$ cat src/rtl/mpk_pkg.sv
package mpk_pkg;
  localparam int unsigned SAMP_W      = 16;
  localparam int unsigned TIME_W      = 6;
  localparam logic [7:0]  SYNC_BYTE   = 8'hA5;
  localparam logic [15:0] EMPTY_SAMP  = 16'h8000;
  localparam logic [5:0]  SEQ_FIRST   = 6'd2;
  localparam logic [5:0]  SEQ_MAX_R0  = 6'd32;
  localparam logic [5:0]  SEQ_MAX_R1  = 6'd16;

  typedef enum logic [1:0] {
    TAG_STAMP = 2'b10,
    TAG_SEQ   = 2'b00
  } tag_kind_e;

  typedef struct packed {
    logic trk;
    logic rsel;
  } cfg_t;

  function automatic int unsigned pkt_len(input int unsigned nch);
    return 2 + 5 * nch;
  endfunction
endpackage

$ cat src/rtl/mpk_timer.sv
module mpk_timer
  import mpk_pkg::*;
#(
  parameter int unsigned CYC_PER_US = 4,
  parameter int unsigned US_ACQ_R0  = 31,
  parameter int unsigned US_ACQ_R1  = 62,
  parameter int unsigned US_TRK_R0  = 840,
  parameter int unsigned US_TRK_R1  = 970
) (
  input  logic clk,
  input  logic rst_n,
  input  logic trk_i,
  input  logic rsel_i,
  output cfg_t cfg_o,
  output logic restart_o,
  output logic bnd_o
);
  localparam int unsigned P_A0  = US_ACQ_R0 * CYC_PER_US;
  localparam int unsigned P_A1  = US_ACQ_R1 * CYC_PER_US;
  localparam int unsigned P_T0  = US_TRK_R0 * CYC_PER_US;
  localparam int unsigned P_T1  = US_TRK_R1 * CYC_PER_US;
  localparam int unsigned P_MAX = (P_T1 > P_T0) ? P_T1 : P_T0;
  localparam int unsigned CW    = $clog2(P_MAX);

  cfg_t            cfg_q, cfg_d;
  logic [CW-1:0]   tmr_q, tmr_d, last;
  logic            chg;

  always_comb begin
    unique case ({cfg_q.trk, cfg_q.rsel})
      2'b00:   last = CW'(P_A0 - 1);
      2'b01:   last = CW'(P_A1 - 1);
      2'b10:   last = CW'(P_T0 - 1);
      default: last = CW'(P_T1 - 1);
    endcase
  end

  assign chg = (cfg_q.trk != trk_i) || (cfg_q.rsel != rsel_i);

  always_comb begin
    cfg_d = cfg_q;
    tmr_d = tmr_q;
    if (chg) begin
      cfg_d = '{trk: trk_i, rsel: rsel_i};
      tmr_d = '0;
    end else if (tmr_q == last) begin
      tmr_d = '0;
    end else begin
      tmr_d = tmr_q + 1'b1;
    end
  end

  always_ff @(posedge clk or negedge rst_n) begin
    if (!rst_n) begin
      cfg_q <= '0;
      tmr_q <= '0;
    end else begin
      cfg_q <= cfg_d;
      tmr_q <= tmr_d;
    end
  end

  assign cfg_o     = cfg_q;
  assign restart_o = chg;
  assign bnd_o     = !chg && (tmr_q == last);

  // a restart is never followed directly by a boundary
  a_r9_no_bnd_after_restart: assert property (@(posedge clk) disable iff (!rst_n)
    restart_o |=> !bnd_o);
  // boundaries are isolated single-cycle events
  a_r3_bnd_single: assert property (@(posedge clk) disable iff (!rst_n)
    bnd_o |=> !bnd_o);
endmodule

$ cat src/rtl/mpk_chan.sv
module mpk_chan
  import mpk_pkg::*;
(
  input  logic               clk,
  input  logic               rst_n,
  input  cfg_t               cfg_i,
  input  logic               bnd_i,
  input  logic               take_i,
  input  logic               restart_i,
  input  logic               stb_i,
  input  logic [SAMP_W-1:0]  i_i,
  input  logic [SAMP_W-1:0]  q_i,
  input  logic               ep_i,
  input  logic [TIME_W-1:0]  time_i,
  output logic [SAMP_W-1:0]  act_i_o,
  output logic [SAMP_W-1:0]  act_q_o,
  output logic [7:0]         tag_o
);
  logic [SAMP_W-1:0] sh_i_q, sh_i_d, sh_q_q, sh_q_d;
  logic              sh_v_q, sh_v_d;
  logic [TIME_W-1:0] tm_q, tm_d;
  logic              pend_q, pend_d;
  logic [5:0]        seq_q, seq_d, seq_max;
  logic [SAMP_W-1:0] act_i_q, act_i_d, act_q_q, act_q_d;
  logic [7:0]        tag_q, tag_d, tag_new;

  assign seq_max = cfg_i.rsel ? SEQ_MAX_R1 : SEQ_MAX_R0;

  always_comb begin
    if (cfg_i.trk || pend_q) tag_new = {TAG_STAMP, tm_q};
    else                     tag_new = {TAG_SEQ, seq_q};
  end

  always_comb begin
    sh_i_d  = sh_i_q;
    sh_q_d  = sh_q_q;
    sh_v_d  = sh_v_q;
    tm_d    = tm_q;
    pend_d  = pend_q;
    seq_d   = seq_q;
    act_i_d = act_i_q;
    act_q_d = act_q_q;
    tag_d   = tag_q;
    if (bnd_i) sh_v_d = 1'b0;
    if (stb_i) begin
      sh_i_d = i_i;
      sh_q_d = q_i;
      sh_v_d = 1'b1;
    end
    if (bnd_i)      pend_d = ep_i;
    else if (ep_i)  pend_d = 1'b1;
    if (ep_i)       tm_d   = time_i;
    if (restart_i) begin
      seq_d = SEQ_FIRST;
    end else if (bnd_i && !cfg_i.trk) begin
      if (pend_q)              seq_d = SEQ_FIRST;
      else if (seq_q < seq_max) seq_d = seq_q + 6'd1;
    end
    if (take_i) begin
      act_i_d = sh_v_q ? sh_i_q : EMPTY_SAMP;
      act_q_d = sh_v_q ? sh_q_q : EMPTY_SAMP;
      tag_d   = tag_new;
    end
  end

  always_ff @(posedge clk or negedge rst_n) begin
    if (!rst_n) begin
      sh_i_q  <= '0;
      sh_q_q  <= '0;
      sh_v_q  <= 1'b0;
      tm_q    <= '0;
      pend_q  <= 1'b0;
      seq_q   <= SEQ_FIRST;
      act_i_q <= EMPTY_SAMP;
      act_q_q <= EMPTY_SAMP;
      tag_q   <= '0;
    end else begin
      sh_i_q  <= sh_i_d;
      sh_q_q  <= sh_q_d;
      sh_v_q  <= sh_v_d;
      tm_q    <= tm_d;
      pend_q  <= pend_d;
      seq_q   <= seq_d;
      act_i_q <= act_i_d;
      act_q_q <= act_q_d;
      tag_q   <= tag_d;
    end
  end

  assign act_i_o = act_i_q;
  assign act_q_o = act_q_q;
  assign tag_o   = tag_q;

  // sequence counter never passes the limit of the active rate
  a_r7_seq_bound: assert property (@(posedge clk) disable iff (!rst_n)
    !cfg_i.trk |-> (seq_q >= SEQ_FIRST) && (seq_q <= seq_max));
  // tracking snapshots always carry the timestamp form
  a_r5_trk_stamp: assert property (@(posedge clk) disable iff (!rst_n)
    (take_i && cfg_i.trk) |=> tag_q[7:6] == 2'b10);
  // the snapshot does not move between boundaries
  a_r8_snap_stable: assert property (@(posedge clk) disable iff (!rst_n)
    !take_i |=> $stable(act_i_q) && $stable(act_q_q));
endmodule

$ cat src/rtl/mpk_tx.sv
module mpk_tx
  import mpk_pkg::*;
#(
  parameter int unsigned NCH = 12
) (
  input  logic                  clk,
  input  logic                  rst_n,
  input  logic                  bnd_i,
  input  cfg_t                  cfg_i,
  input  logic [NCH*SAMP_W-1:0] act_i_i,
  input  logic [NCH*SAMP_W-1:0] act_q_i,
  input  logic [NCH*8-1:0]      tag_i,
  output logic                  take_o,
  output logic [7:0]            data_o,
  output logic                  valid_o,
  input  logic                  ready_i,
  output logic                  sop_o,
  output logic                  ovf_o
);
  localparam int unsigned PKT   = pkt_len(NCH);
  localparam int unsigned IW    = $clog2(PKT);
  localparam int unsigned I_B   = 2;
  localparam int unsigned Q_B   = I_B + 2 * NCH;
  localparam int unsigned T_B   = Q_B + 2 * NCH;

  logic          busy_q, busy_d;
  logic [IW-1:0] idx_q, idx_d;
  cfg_t          hdr_q, hdr_d;
  logic          ovf_q, ovf_d;
  logic          xfer;

  assign take_o = bnd_i && !busy_q;
  assign xfer   = busy_q && ready_i;

  always_comb begin
    busy_d = busy_q;
    idx_d  = idx_q;
    hdr_d  = hdr_q;
    ovf_d  = ovf_q | (bnd_i && busy_q);
    if (take_o) begin
      busy_d = 1'b1;
      idx_d  = '0;
      hdr_d  = cfg_i;
    end else if (xfer) begin
      if (idx_q == IW'(PKT - 1)) busy_d = 1'b0;
      else                       idx_d  = idx_q + 1'b1;
    end
  end

  always_ff @(posedge clk or negedge rst_n) begin
    if (!rst_n) begin
      busy_q <= 1'b0;
      idx_q  <= '0;
      hdr_q  <= '0;
      ovf_q  <= 1'b0;
    end else begin
      busy_q <= busy_d;
      idx_q  <= idx_d;
      hdr_q  <= hdr_d;
      ovf_q  <= ovf_d;
    end
  end

  always_comb begin
    int unsigned n;
    int unsigned k;
    logic [SAMP_W-1:0] w;
    n = int'(idx_q);
    w = '0;
    k = 0;
    if (n == 0) begin
      data_o = SYNC_BYTE;
    end else if (n == 1) begin
      data_o = {6'b0, hdr_q.trk, hdr_q.rsel};
    end else if (n < Q_B) begin
      k = n - I_B;
      w = act_i_i[(k >> 1) * SAMP_W +: SAMP_W];
      data_o = k[0] ? w[7:0] : w[15:8];
    end else if (n < T_B) begin
      k = n - Q_B;
      w = act_q_i[(k >> 1) * SAMP_W +: SAMP_W];
      data_o = k[0] ? w[7:0] : w[15:8];
    end else if (n < PKT) begin
      k = n - T_B;
      data_o = tag_i[k * 8 +: 8];
    end else begin
      data_o = '0;
    end
  end

  assign valid_o = busy_q;
  assign sop_o   = busy_q && (idx_q == '0);
  assign ovf_o   = ovf_q;

  // a stalled byte holds still
  a_r10_hold: assert property (@(posedge clk) disable iff (!rst_n)
    (valid_o && !ready_i) |=> valid_o && $stable(data_o));
  // overflow is sticky
  a_r11_sticky: assert property (@(posedge clk) disable iff (!rst_n)
    ovf_o |=> ovf_o);
  // a packet always opens with its start flag
  a_r1_sop_first: assert property (@(posedge clk) disable iff (!rst_n)
    $rose(valid_o) |-> sop_o);
endmodule

$ cat src/rtl/mpk_pkt_asm.sv
module mpk_pkt_asm
  import mpk_pkg::*;
#(
  parameter int unsigned NCH        = 12,
  parameter int unsigned CYC_PER_US = 4
) (
  input  logic                  clk,
  input  logic                  rst_n,
  input  logic                  mode_i,
  input  logic                  rate_i,
  input  logic [NCH-1:0]        iq_stb_i,
  input  logic [NCH*SAMP_W-1:0] i_data_i,
  input  logic [NCH*SAMP_W-1:0] q_data_i,
  input  logic [NCH-1:0]        epoch_stb_i,
  input  logic [NCH*TIME_W-1:0] epoch_time_i,
  output logic [7:0]            pkt_data_o,
  output logic                  pkt_valid_o,
  input  logic                  pkt_ready_i,
  output logic                  pkt_sop_o,
  output logic                  ovf_o
);
  logic [1:0] rsync_q;
  logic       rst_int_n;

  always_ff @(posedge clk or negedge rst_n) begin
    if (!rst_n) rsync_q <= '0;
    else        rsync_q <= {rsync_q[0], 1'b1};
  end
  assign rst_int_n = rsync_q[1];

  cfg_t                  cfg;
  logic                  restart, bnd, take;
  logic [NCH*SAMP_W-1:0] act_i, act_q;
  logic [NCH*8-1:0]      tags;

  mpk_timer #(.CYC_PER_US(CYC_PER_US)) u_timer (
    .clk       (clk),
    .rst_n     (rst_int_n),
    .trk_i     (mode_i),
    .rsel_i    (rate_i),
    .cfg_o     (cfg),
    .restart_o (restart),
    .bnd_o     (bnd)
  );

  for (genvar g = 0; g < NCH; g++) begin : g_ch
    mpk_chan u_chan (
      .clk       (clk),
      .rst_n     (rst_int_n),
      .cfg_i     (cfg),
      .bnd_i     (bnd),
      .take_i    (take),
      .restart_i (restart),
      .stb_i     (iq_stb_i[g]),
      .i_i       (i_data_i[g*SAMP_W +: SAMP_W]),
      .q_i       (q_data_i[g*SAMP_W +: SAMP_W]),
      .ep_i      (epoch_stb_i[g]),
      .time_i    (epoch_time_i[g*TIME_W +: TIME_W]),
      .act_i_o   (act_i[g*SAMP_W +: SAMP_W]),
      .act_q_o   (act_q[g*SAMP_W +: SAMP_W]),
      .tag_o     (tags[g*8 +: 8])
    );
  end

  mpk_tx #(.NCH(NCH)) u_tx (
    .clk     (clk),
    .rst_n   (rst_int_n),
    .bnd_i   (bnd),
    .cfg_i   (cfg),
    .act_i_i (act_i),
    .act_q_i (act_q),
    .tag_i   (tags),
    .take_o  (take),
    .data_o  (pkt_data_o),
    .valid_o (pkt_valid_o),
    .ready_i (pkt_ready_i),
    .sop_o   (pkt_sop_o),
    .ovf_o   (ovf_o)
  );

  // nothing is offered while reset is held
  a_r12_reset_quiet: assert property (@(posedge clk)
    !rst_int_n |-> !pkt_valid_o && !ovf_o);
endmodule

$ cat config.mk
export PLATFORM = sky130hd
export DESIGN_NAME = mpk_pkt_asm
export DESIGN_NICKNAME = d
export VERILOG_FILES = /design/src/rtl/mpk_pkg.sv /design/src/rtl/mpk_timer.sv /design/src/rtl/mpk_chan.sv /design/src/rtl/mpk_tx.sv /design/src/rtl/mpk_pkt_asm.sv
export SDC_FILE = /design/constraint.sdc
export NUM_CORES = 2
export LEC_CHECK = 0
export ABC_CLOCK_PERIOD_IN_PS = 28400
export BUFFER_PORTS_ARGS = -buffer_cell sky130_fd_sc_hd__buf_2
export CORE_MARGIN = 2
export CORE_UTILIZATION = 30
export DETAILED_ROUTE_END_ITERATION = 8
export SYNTH_ARGS = -nofsm -noshare
export SYNTH_HDL_FRONTEND = slang
export SYNTH_SLANG_ARGS = --single-unit
$ cat constraint.sdc
create_clock -name clk -period 28.4 [get_ports clk]
set_clock_uncertainty 0.15 [all_clocks]
set_input_delay 5.68 -clock clk [delete_from_list [all_inputs] [get_ports clk]]
set_output_delay 5.68 -clock clk [all_outputs]
set_load 0.005 [all_outputs]
==> impl_metrics.tcl <==
set metrics [dict create \
    antenna_found_initial 52 \
    syn_avg_cell_area_sq_um 11.4 \
    min_period_ns 11.88 \
    drtIter0Drc 3680 \
    place_area_sq_mm 0.0515 \
    placed_cells_incl_taps 6415 \
    finalHoldViolations 0 \
    worst_slack_ns 16.52 \
    initial_core_util_pct 30.3 \
    maxSlewViolCount 0 \
    drive_above_1_share_pct 30.1 \
    drt-wirelength-per-cell_um 25.6 \
    portBuffers 495 \
    ys_seq_area_share_pct 55.3 \
    first_pass_iters 6 \
    die_h_um 402 \
    leakagePower_nw 24.3 \
    hold_buffers 0 \
    synth_top_flop_cell "dfrtp_1" \
    cp.arrival_ns 6.05 \
    drc 0 \
    clk_latency_ns 0.77 \
    cts_buffer_depth 3 \
    grt_pass1_vias 35629 \
    grt_start_max_net_pins 246 \
    grt.total_usage_pct 20.8 \
    via_per_inst 5.37 \
    netlist_area_sq_mm 0.0474 \
    die_x_um 402 \
    cts_setup_buffers 0 \
    vdd_drop_max_mv 0.0502 \
    endpoint_kind "output port" \
    num_vias 35638 \
    cp.required_ns 22.57 \
    synthesis.nets 4686 \
    hold_class "register to asynchronous set/reset pin" \
    tightest_slew_ns 1.30 \
    fmax_mhz 84.2 \
    ctsResizeCount 0 \
    synth.distinct_cells 64 \
    powerDensity_mw_per_mm2 61.1 \
    htree_levels 3 \
    cts.sinks 1046 \
    power_mw 3.39 \
    rsz0062_at_grt "false" \
    drtAntennaViolNets 0 \
    synth-edff-count 0 \
    dieArea_sq_mm 0.161 \
    place_ws_ns 17.27 \
    overflow 0 \
    ys_ff_latch 1046 \
    io_pins 496 \
    cts_buffers 113 \
    cts_tree "built" \
    setup_tns_ns 0 \
    setup_viol 0 \
    maxCapViolCount 0 \
    area_growth_pct 16.9 \
    yosys_warnings 0 \
    syn_inst 4171 \
    synthArstFlopShare_pct 100 \
    final_nets 4987 \
    grt_pass1_wl_um 251000 \
    slew_headroom_pct 13.2 \
    cts_root_buf "clkbuf_16" \
    routed_wl_um 170000 \
    dp.final_hpwl_um 120000 \
    gp_congestion 0.910 \
    worstSetupPathType "register to output port" \
    status "finished clean" \
    clk_pin_slew_worst_paths_ns 0.06 \
    start_kind "register" \
    final.period_utilization_pct 41.8 \
    critPathMaxFanout 58 \
    stdcell_area_sq_mm 0.0554 \
    core_area_sq_mm 0.157 \
    row_count 145 \
    final_cells 6638 \
]
==> synth_stat cells, types with 30 or more instances <==
| cell | instances | area, sq um |
|---|---|---|
| dfrtp_1 | 1010 | 25300 |
| nand3b_1 | 37 | 278 |
| dfstp_2 | 36 | 946 |
| o21ai_1 | 200 | 1000 |
| a31oi_1 | 57 | 357 |
| mux4_2 | 114 | 2570 |
| nand3_1 | 49 | 245 |
| nand2_1 | 489 | 1840 |
| mux2_2 | 459 | 5170 |
| nor2_1 | 92 | 345 |
| ha_1 | 30 | 375 |
| o21ai_0 | 756 | 3780 |
| mux2i_1 | 81 | 811 |
| a21oi_1 | 44 | 220 |
| or4_1 | 36 | 270 |
| clkbuf_1 | 302 | 1130 |
==> critical path: stages, from the launching register on <==
cell      delay [ns]
dfrtp_4         0.97
clkinv_1        0.69
ha_4            0.94
buf_4           0.75
mux4_2          0.36
mux2i_1         0.07
o21ai_0         0.23
a211oi_1        0.12
o21ai_0         0.84
buf_2           0.26
==> per-stage QoR <==
step,util [%],hold slack (ns)
global route,35.4,0.221
floorplan,-,0.181
detailed placement,32.9,0.186
global placement,32.9,0.183
CTS,35.4,0.200
finish,35.4,0.194
==> final timing paths <==
check / from / endpoint / slack [ns] / cells past startpoint
setup / recovery: u_tx.idx_q[1] / pkt_data_o[6] / 16.52 / 9
hold / removal: rsync_q[1] / g_ch[3].u_chan.act_i_o[11] / 0.19 / 0
setup reg to reg: u_timer.cfg_o[0] / g_ch[10].u_chan.act_i_o[12] / 23.02 / 9
hold reg to reg: rsync_q[1] / g_ch[3].u_chan.act_i_o[11] / 0.19 / 0
max in group asynchronous: rst_n / rsync_q[1] / 23.42 / 1
min in group clk: rsync_q[0] / rsync_q[1] / 0.20 / 0
==> sequential cells by signal (all words and copies together), names as in the netlist <==
signal / flops
g_ch.u_chan.sh_q_q: 192
u_timer.tmr_q: 12
rsync_q: 2
g_ch.u_chan.tm_q: 72
u_tx.idx_q: 6
g_ch.u_chan.act_i_o: 192
u_timer.cfg_o: 2
u_tx.valid_o: 1
g_ch.u_chan.tag_o: 84
g_ch.u_chan.sh_v_q: 12
g_ch.u_chan.sh_i_q: 192
g_ch.u_chan.act_q_o: 192
u_tx.hdr_q: 2
g_ch.u_chan.pend_q: 12
g_ch.u_chan.seq_q: 72
u_tx.ovf_o: 1
==> layer usage <==
metal	wire (um)	up-vias	global-route usage, %
li1	-	15656	-
met1	72100	18372	28.1
met2	77000	1267	31.9
met3	15100	293	6.16
met4	5470	50	6.49
met5	299	-	0
==> power breakdown <==
group	switching, mW	internal [mW]	leakage [nW]
Combinational	0.121	0.101	9.04
Clock	0.659	0.900	1.94
Sequential	0.0471	1.56	13.3
==> cells by family after synthesis <==
kind of cell             Yosys count  share of synthesized area [%]
AO/OA/AOI/OAI                   1189                           13.6
multiplexers                     654                           18.0
AND/OR/NAND/NOR                  857                           8.56
flip-flops                      1046                           55.3
buffers and inverters            373                           3.36
other                              1                        0.00791
XOR/XNOR                          21                          0.388
adder cells (fa/ha/maj)           30                          0.792
==> cells in the final DEF (no fill, tap or decap), types with 29 or more instances in the layout <==
| cell | n |
|---|---|
| a21oi_1 | 44 |
| a31oi_1 | 57 |
| buf_2 | 495 |
| buf_4 | 35 |
| clkbuf_16 | 114 |
| clkbuf_8 | 29 |
| dfrtp_1 | 1000 |
| dfstp_2 | 36 |
| ha_1 | 29 |
| mux2_2 | 459 |
| mux2i_1 | 81 |
| mux4_2 | 114 |
| nand2_1 | 489 |
| nand3_1 | 49 |
| nand3b_1 | 37 |
| nor2_1 | 92 |
| o21ai_0 | 756 |
| o21ai_1 | 200 |
| or4_1 | 36 |
==> area by class of cell <==
class	count	area, sq um
Antenna cell	10	25.0
Clock buffer	162	3320
Clock inverter	51	641
Fill cell	15522	101000
Inverter	23	86.3
Multi-Input combinational cell	2752	19700
Sequential cell	1046	26200
Tap cell	2058	2570
Timing Repair Buffer	536	2860
(Power assumes the default switching activity.)
